--- config.mk ---
export PLATFORM = sky130hd
export DESIGN_NAME = spi_mm_master
export DESIGN_NICKNAME = d
export VERILOG_FILES = /design/src/rtl/spi_mm_pkg.sv /design/src/rtl/spi_mm_shift.sv /design/src/rtl/spi_mm_ctrl.sv /design/src/rtl/spi_mm_master.sv
export SDC_FILE = /design/constraint.sdc
export NUM_CORES = 1
export LEC_CHECK = 0
export ABC_AREA = 1
export ABC_CLOCK_PERIOD_IN_PS = 4900
export BUFFER_PORTS_ARGS = -buffer_cell sky130_fd_sc_hd__buf_2
export CORE_MARGIN = 1
export CORE_UTILIZATION = 55
export CTS_CLUSTER_SIZE = 14
export DETAILED_ROUTE_END_ITERATION = 7
export PLACE_DENSITY = 0.85
export SLEW_MARGIN = 20
export SYNTH_ARGS = -nofsm -noshare
export SYNTH_HDL_FRONTEND = slang
export SYNTH_SLANG_ARGS = --single-unit
--- constraint.sdc ---
create_clock -name clk -period 4.9 [get_ports clk]
set_clock_uncertainty 0.2 [all_clocks]
set_input_delay 1.225 -clock clk [delete_from_list [all_inputs] [get_ports clk]]
set_output_delay 1.225 -clock clk [all_outputs]
set_load 0.01 [all_outputs]
--- src/rtl/spi_mm_pkg.sv ---
package spi_mm_pkg;
  localparam int FRAME_MAX = 16;
  localparam int FRAME_MIN = 8;

  typedef struct packed {
    logic                 launch;
    logic                 wide;
    logic                 cpol;
    logic                 cpha;
    logic [FRAME_MAX-1:0] txWord;
  } dpCmd_t;
endpackage

--- src/rtl/spi_mm_shift.sv ---
module spi_mm_shift
  import spi_mm_pkg::*;
(
  input  logic                 clk,
  input  logic                 rstN,
  input  dpCmd_t               cmd,
  input  logic                 idleCpol,
  input  logic                 sclkTick,
  input  logic                 spiMiso,
  output logic                 spiSclk,
  output logic                 spiMosi,
  output logic                 busy,
  output logic                 frameDone,
  output logic [FRAME_MAX-1:0] rxWord
);
  localparam int CNT_W = $clog2(2 * FRAME_MAX);
  localparam logic [CNT_W-1:0] LAST_WIDE   = CNT_W'(2 * FRAME_MAX - 1);
  localparam logic [CNT_W-1:0] LAST_NARROW = CNT_W'(2 * FRAME_MIN - 1);

  logic                 wideQ, cpolQ, cphaQ, phase;
  logic [CNT_W-1:0]     edgeCnt;
  logic [FRAME_MAX-1:0] txSh, rxSh;
  logic [CNT_W-1:0]     lastEdge;
  logic                 leading, sampleEdge, shiftEdge;

  assign lastEdge   = wideQ ? LAST_WIDE : LAST_NARROW;
  assign leading    = ~edgeCnt[0];
  assign sampleEdge = cphaQ ? ~leading : leading;
  assign shiftEdge  = cphaQ ? (leading && edgeCnt != '0) : ~leading;
  assign frameDone  = busy && sclkTick && (edgeCnt == lastEdge);

  always_ff @(posedge clk or negedge rstN) begin
    if (!rstN) begin
      busy    <= 1'b0;
      wideQ   <= 1'b0;
      cpolQ   <= 1'b0;
      cphaQ   <= 1'b0;
      phase   <= 1'b0;
      edgeCnt <= '0;
      txSh    <= '0;
      rxSh    <= '0;
    end else if (cmd.launch) begin
      busy    <= 1'b1;
      wideQ   <= cmd.wide;
      cpolQ   <= cmd.cpol;
      cphaQ   <= cmd.cpha;
      phase   <= 1'b0;
      edgeCnt <= '0;
      txSh    <= cmd.txWord;
      rxSh    <= '0;
    end else if (busy && sclkTick) begin
      phase   <= ~phase;
      edgeCnt <= edgeCnt + 1'b1;
      if (sampleEdge) rxSh <= {rxSh[FRAME_MAX-2:0], spiMiso};
      if (shiftEdge)  txSh <= {txSh[FRAME_MAX-2:0], 1'b0};
      if (edgeCnt == lastEdge) busy <= 1'b0;
    end
  end

  assign spiSclk = busy ? (cpolQ ^ phase) : idleCpol;
  assign spiMosi = txSh[FRAME_MAX-1];
  assign rxWord  = rxSh;

  // the edge counter never runs past the frame length
  p_edge_range_r3: assert property (@(posedge clk) disable iff (!rstN)
    busy |-> (edgeCnt <= lastEdge));
  // an even number of clock moves leaves the clock at its idle level
  p_clock_rest_r5: assert property (@(posedge clk) disable iff (!rstN)
    frameDone |=> (phase == 1'b0));
  // the control side never launches into a running frame
  p_no_launch_busy_r9: assert property (@(posedge clk) disable iff (!rstN)
    busy |-> !cmd.launch);
  // a launch always starts a frame
  p_launch_busy_r3: assert property (@(posedge clk) disable iff (!rstN)
    cmd.launch |=> busy);
endmodule

--- src/rtl/spi_mm_ctrl.sv ---
module spi_mm_ctrl
  import spi_mm_pkg::*;
#(
  parameter int NUM_CS = 8,
  parameter int ADDR_W = 5,
  parameter int DATA_W = 32
) (
  input  logic                 clk,
  input  logic                 rstN,
  input  logic                 regWrite,
  input  logic [ADDR_W-1:0]    regAddr,
  input  logic [DATA_W-1:0]    regWdata,
  output logic [DATA_W-1:0]    regRdata,
  input  logic                 busy,
  input  logic                 frameDone,
  input  logic [FRAME_MAX-1:0] rxWord,
  output dpCmd_t               cmd,
  output logic                 idleCpol,
  output logic [NUM_CS-1:0]    spiCsN
);
  localparam int IDX_W    = $clog2(NUM_CS);
  localparam int CS_LSB   = 2;
  localparam int WIDE_BIT = 5;
  localparam int CPOL_BIT = 11;
  localparam int CPHA_BIT = 12;
  localparam logic [2:0] SEL_CTRL  = 3'd0;
  localparam logic [2:0] SEL_CFG   = 3'd1;
  localparam logic [2:0] SEL_DOUT  = 3'd2;
  localparam logic [2:0] SEL_DIN   = 3'd3;
  localparam logic [2:0] SEL_CAUSE = 3'd4;

  logic             csEnable, cfgWide, cfgCpol, cfgCpha, doneFlag;
  logic [IDX_W-1:0] csIndex;
  logic [2:0]       wordSel;
  logic             wrCtrl, wrCfg, wrDout, wrCause;

  assign wordSel = regAddr[4:2];
  assign wrCtrl  = regWrite && (wordSel == SEL_CTRL);
  assign wrCfg   = regWrite && (wordSel == SEL_CFG);
  assign wrDout  = regWrite && (wordSel == SEL_DOUT);
  assign wrCause = regWrite && (wordSel == SEL_CAUSE);

  wire unusedBits = &{1'b0, regAddr[1:0], regWdata[DATA_W-1:FRAME_MAX]};

  always_ff @(posedge clk or negedge rstN) begin
    if (!rstN) begin
      csEnable <= 1'b0;
      csIndex  <= '0;
      cfgWide  <= 1'b0;
      cfgCpol  <= 1'b0;
      cfgCpha  <= 1'b0;
      doneFlag <= 1'b0;
    end else begin
      if (wrCtrl) begin
        csEnable <= regWdata[0];
        csIndex  <= regWdata[CS_LSB +: IDX_W];
      end
      if (wrCfg) begin
        cfgWide <= regWdata[WIDE_BIT];
        cfgCpol <= regWdata[CPOL_BIT];
        cfgCpha <= regWdata[CPHA_BIT];
      end
      if (frameDone)                    doneFlag <= 1'b1;
      else if (wrCause || cmd.launch)   doneFlag <= 1'b0;
    end
  end

  always_comb begin
    cmd.launch = wrDout && !busy;
    cmd.wide   = cfgWide;
    cmd.cpol   = cfgCpol;
    cmd.cpha   = cfgCpha;
    cmd.txWord = cfgWide ? regWdata[FRAME_MAX-1:0]
                         : {regWdata[FRAME_MIN-1:0], {(FRAME_MAX-FRAME_MIN){1'b0}}};
  end
  assign idleCpol = cfgCpol;

  for (genvar i = 0; i < NUM_CS; i++) begin : g_cs
    assign spiCsN[i] = ~(csEnable && (csIndex == IDX_W'(i)));
  end

  always_comb begin
    regRdata = '0;
    case (wordSel)
      SEL_CTRL: begin
        regRdata[0]                = csEnable;
        regRdata[CS_LSB +: IDX_W]  = csIndex;
      end
      SEL_CFG: begin
        regRdata[WIDE_BIT] = cfgWide;
        regRdata[CPOL_BIT] = cfgCpol;
        regRdata[CPHA_BIT] = cfgCpha;
      end
      SEL_DIN:   regRdata[FRAME_MAX-1:0] = rxWord;
      SEL_CAUSE: regRdata[0] = doneFlag;
      default:   regRdata = '0;
    endcase
  end

  // at most one select line is low
  p_cs_single_r2: assert property (@(posedge clk) disable iff (!rstN)
    $onehot0(~spiCsN));
  // with the drive bit clear no line is low
  p_cs_idle_r2: assert property (@(posedge clk) disable iff (!rstN)
    !csEnable |-> (&spiCsN));
  // a frame end always leaves the flag set, even against a clear
  p_done_wins_r8: assert property (@(posedge clk) disable iff (!rstN)
    frameDone |=> doneFlag);
  // a clear with no frame end leaves the flag low
  p_done_clear_r7: assert property (@(posedge clk) disable iff (!rstN)
    (wrCause && !frameDone) |=> !doneFlag);
endmodule

--- src/rtl/spi_mm_master.sv ---
module spi_mm_master
  import spi_mm_pkg::*;
#(
  parameter int NUM_CS = 8,
  parameter int ADDR_W = 5,
  parameter int DATA_W = 32
) (
  input  logic              clk,
  input  logic              rstN,
  input  logic              regWrite,
  input  logic [ADDR_W-1:0] regAddr,
  input  logic [DATA_W-1:0] regWdata,
  output logic [DATA_W-1:0] regRdata,
  input  logic              sclkTick,
  output logic              spiSclk,
  output logic              spiMosi,
  input  logic              spiMiso,
  output logic [NUM_CS-1:0] spiCsN
);
  dpCmd_t               cmd;
  logic                 busy, frameDone, idleCpol;
  logic [FRAME_MAX-1:0] rxWord;

  spi_mm_ctrl #(.NUM_CS(NUM_CS), .ADDR_W(ADDR_W), .DATA_W(DATA_W)) u_ctrl (
    .clk(clk), .rstN(rstN), .regWrite(regWrite), .regAddr(regAddr),
    .regWdata(regWdata), .regRdata(regRdata), .busy(busy),
    .frameDone(frameDone), .rxWord(rxWord), .cmd(cmd),
    .idleCpol(idleCpol), .spiCsN(spiCsN));

  spi_mm_shift u_shift (
    .clk(clk), .rstN(rstN), .cmd(cmd), .idleCpol(idleCpol),
    .sclkTick(sclkTick), .spiMiso(spiMiso), .spiSclk(spiSclk),
    .spiMosi(spiMosi), .busy(busy), .frameDone(frameDone), .rxWord(rxWord));
endmodule

==> metrics.md <==
| Metric | Value |
|---|---|
| Status | `completed` |
| Crit path from | `regAddr[4]` |
| Mapped Area | `2740 um^2` |
| Post-CTS Hold Buffers | `0` |
| Min-delay src | `u_shift.txSh[15]$_DFFE_PN0P_` |
| Number of clock sinks | `50` |
| RSZ-0062 raised after global routing | `false` |
| Core Area | `4750 um^2` |
| Global-route wire length before repair | `9.32 mm` |
| FMAX | `260 MHz` |
| Non-Filler Instances | `484` |
| Clock latency on the worst-skew pair | `0.30 ns` |
| Placed cell area | `2940 um^2` |
| Critical path fanouts, max | `16` |
| Antenna diode count | `0` |
| Post-route setup TNS | `0 ns` |
| #FFs+latches synth | `50` |
| Worst min-delay path class | `flop to flop` |
| Synth Area in Simple Gates | `29.0%` |
| All-layer global routing usage | `22.8%` |
| Mean Syn Cell Area | `7.37 um^2` |
| Initial antenna violation count | `0` |
| GR Util met2 | `39.4%` |
| Synthesized instance count | `372` |
| Post-DP HPWL | `4.01 mm` |
| Yosys warns | `0` |
| VDD IR-drop max | `255 uV` |
| Reg-to-reg slack, setup | `2.86 ns` |
| Fill count | `422` |
| Distinct cells, synth | `23` |
| CTS buffer count | `5` |
| Final Setup Violations | `0` |
| Vias in the first global route | `2065` |
| Post-synthesis xor/xnor area fraction | `0.639%` |
| Drt via density | `5.02` |
| Total number of vias | `2431` |
| Worst R2R Path Depth | `10` |
| Worst Hold End | `u_shift.txSh[15]$_DFFE_PN0P_` |
| Worst reg2reg startpoint | `u_shift.edgeCnt[0]$_DFFE_PN0P_` |
| H-tree depth | `2` |
| Full die area | `5270 um^2` |
| Power, Total | `1.47 mW` |
| Area growth from synthesis to layout | `11.1%` |
| Wire length per cell | `11.9 um` |
| Placed cells | `476` |
| Detail Route Antenna Nets | `0` |
| Reg-to-reg endpoint | `u_shift.txSh[14]$_DFFE_PN0P_` |
| CTS tree | `done` |
| Required time worst endpoint | `3.47 ns` |
| Slew Limit Fails | `0` |
| Worst-margin pin slew | `0.630 ns` |
| Die Y-Extent | `72.6 um` |
| Reg clk slew, reported paths | `0.09 ns` |
| Post-Synth Adder-Cell Area | `0.912%` |
| Starting density of the core | `57.7%` |
| Die X | `72.6 um` |
| Power density cells | `481 nW/um^2` |
| Kind of critical path | `input pin to output port` |
| Post-route cell area | `3050 um^2` |
| Root Driver | `clkbuf_8` |
| Hold_ws | `0.275 ns` |
| M1 GR Usage | `29.1%` |
| DRT iter0 DRCs | `217` |
| Buffer levels on the longest clock path | `2` |
| IO Pins | `84` |
| Largest net degree at the start of global routing | `51` |
| Rows | `25` |
| Max cap viols | `0` |
| Fin crit share | `78.4%` |
| CP startpoint kind | `input pin` |
| PortBufs | `49` |
| Number of remaining DRC errors | `0` |
| Post-synthesis sequential area ratio | `45.6%` |
| Leakage | `1.73 nW` |
| Hold Path Cell Cnt | `2` |
| Largest family of logic cells by synthesized area | `simple AND/OR/NAND/NOR gates` |
| Area fraction in compound gates after synthesis | `9.63%` |
| Crit. End Element | `output port` |
| Post-CTS Setup Bufs | `0` |
| Fin. Hold Viols | `0` |
| Gr busiest metal | `met2` |
| Max-slew headroom | `57.9%` |
| Met3 Track Usage GR | `4.14%` |
| Tmin final | `3.84 ns` |
| Grt total ovfl | `0` |
| Mux contribution to synthesized area | `0%` |
| DR pass1 iterations | `4` |
| GPL Wtd Cong | `0.807` |
| WP data arrival | `2.42 ns` |
| Nets | `460` |
| Final wirelength | `5.78 mm` |
| Share of cells above drive strength 1 | `15.8%` |
| Cts repair resizes | `0` |
[through the flow]
stage                     worst slack [ns]  util (%)
after floorplan                       1.57         -
after global placement                1.12      61.8
after detailed placement              1.11      61.8
after CTS                             1.11      64.1
after global routing                 0.964      64.1
final                                 1.06      64.1
[area by class of cell]
| cell class | count | area (um^2) | share of cell area (%) |
|---|---|---|---|
| clock buffers | 5 | 68.8 | 2.26 |
| flip-flops and latches | 50 | 1250 | 41.1 |
| repair buffers | 50 | 255 | 8.37 |
| multi-input cells | 259 | 1160 | 38.1 |
| clock inverters | 3 | 40.0 | 1.31 |
| inverters | 50 | 188 | 6.16 |
| well taps | 67 | 83.8 | 2.75 |
[sequential cells by signal (all words and copies together) (netlist names)]
| register | count |
|---|---|
| u_ctrl.idleCpol | 1 |
| u_shift.cphaQ | 1 |
| u_shift.cpolQ | 1 |
| u_ctrl.csIndex | 3 |
| u_shift.txSh | 16 |
| u_shift.phase | 1 |
| u_ctrl.csEnable | 1 |
| u_ctrl.cfgCpha | 1 |
| u_shift.wideQ | 1 |
| u_shift.busy | 1 |
| u_ctrl.cfgWide | 1 |
| u_shift.rxWord | 16 |
| u_shift.edgeCnt | 5 |
| u_ctrl.doneFlag | 1 |
[synthesized netlist by cell type]
cell type	number	area, um^2
nand3_1	25	125
conb_1	1	3.75
nand2_8	1	20.0
nand2_4	1	11.3
o21ai_0	21	105
a21oi_1	5	25.0
nor2_1	27	101
clkbuf_1	3	11.3
o22ai_1	20	125
o221ai_1	1	8.76
buf_4	20	150
nand2_2	3	18.8
inv_2	1	3.75
buf_6	2	22.5
xnor2_1	2	17.5
nor2_2	1	6.26
dfrtp_1	50	1250
nor3_1	2	10.0
ha_1	2	25.0
nand2_1	131	492
inv_1	49	184
nand3_2	1	10.0
buf_2	3	15.0
[power breakdown]
group / switching (mW) / internal [mW] / leakage (nW)
clock network: 0.138 / 0.150 / 0.0579
logic: 0.355 / 0.178 / 1.02
registers: 0.0903 / 0.556 / 0.656
total: 0.583 / 0.885 / 1.73
[routing by layer]
layer | wire length (um) | vias to the layer above | share of wire (%)
li1 | - | 1220 | -
met1 | 2560 | 1117 | 44
met2 | 2830 | 84 | 49
met3 | 300 | 10 | 5.2
met4 | 92 | 0 | 1.6
met5 | 0 | - | 0
[layout by cell type, fill, tap and decap left out]
cell and n:
nor2_2 1, o22ai_1 20, nand3_1 25, inv_1 49, clkbuf_8 5, nor2_1 27
buf_2 48, nand3_2 1, buf_4 2, nor3_1 2, nand2_2 3, inv_2 1
nand2_8 1, o21ai_0 21, conb_1 16, o221ai_1 1, ha_1 2, a21oi_1 5
bufinv_16 1, dfrtp_1 50, nand2_4 1, clkinv_2 2, xnor2_1 2, nand2_1 131
[worst max path at each step]
stage	to	slack (ns)	cells past startpoint
after CTS	regRdata[0]	1.11	5
after global placement	regRdata[0]	1.12	5
after global routing	regRdata[12]	0.96	5
after detailed placement	regRdata[0]	1.11	5
after floorplan	regRdata[3]	1.57	4
final	regRdata[12]	1.06	5
[logic make-up (layout without fill, tap and decap cells)]
| logic type | count (synthesis) | count (layout) |
|---|---|---|
| adders and majority gates | 2 | 2 |
| AOI/OAI and AO/OA | 47 | 47 |
| buffers and inverters | 78 | 108 |
| and+or+nand+nor | 192 | 192 |
| DFF | 50 | 50 |
| other | 1 | 16 |
| xor gates and xnor gates | 2 | 2 |
[worst max-delay path, stage by stage]
cell and delay, ns:
buf_2 0.12, inv_1 0.07, nand3_1 0.41, o22ai_1 0.40
buf_2 0.18
(Power assumes the default switching activity.)
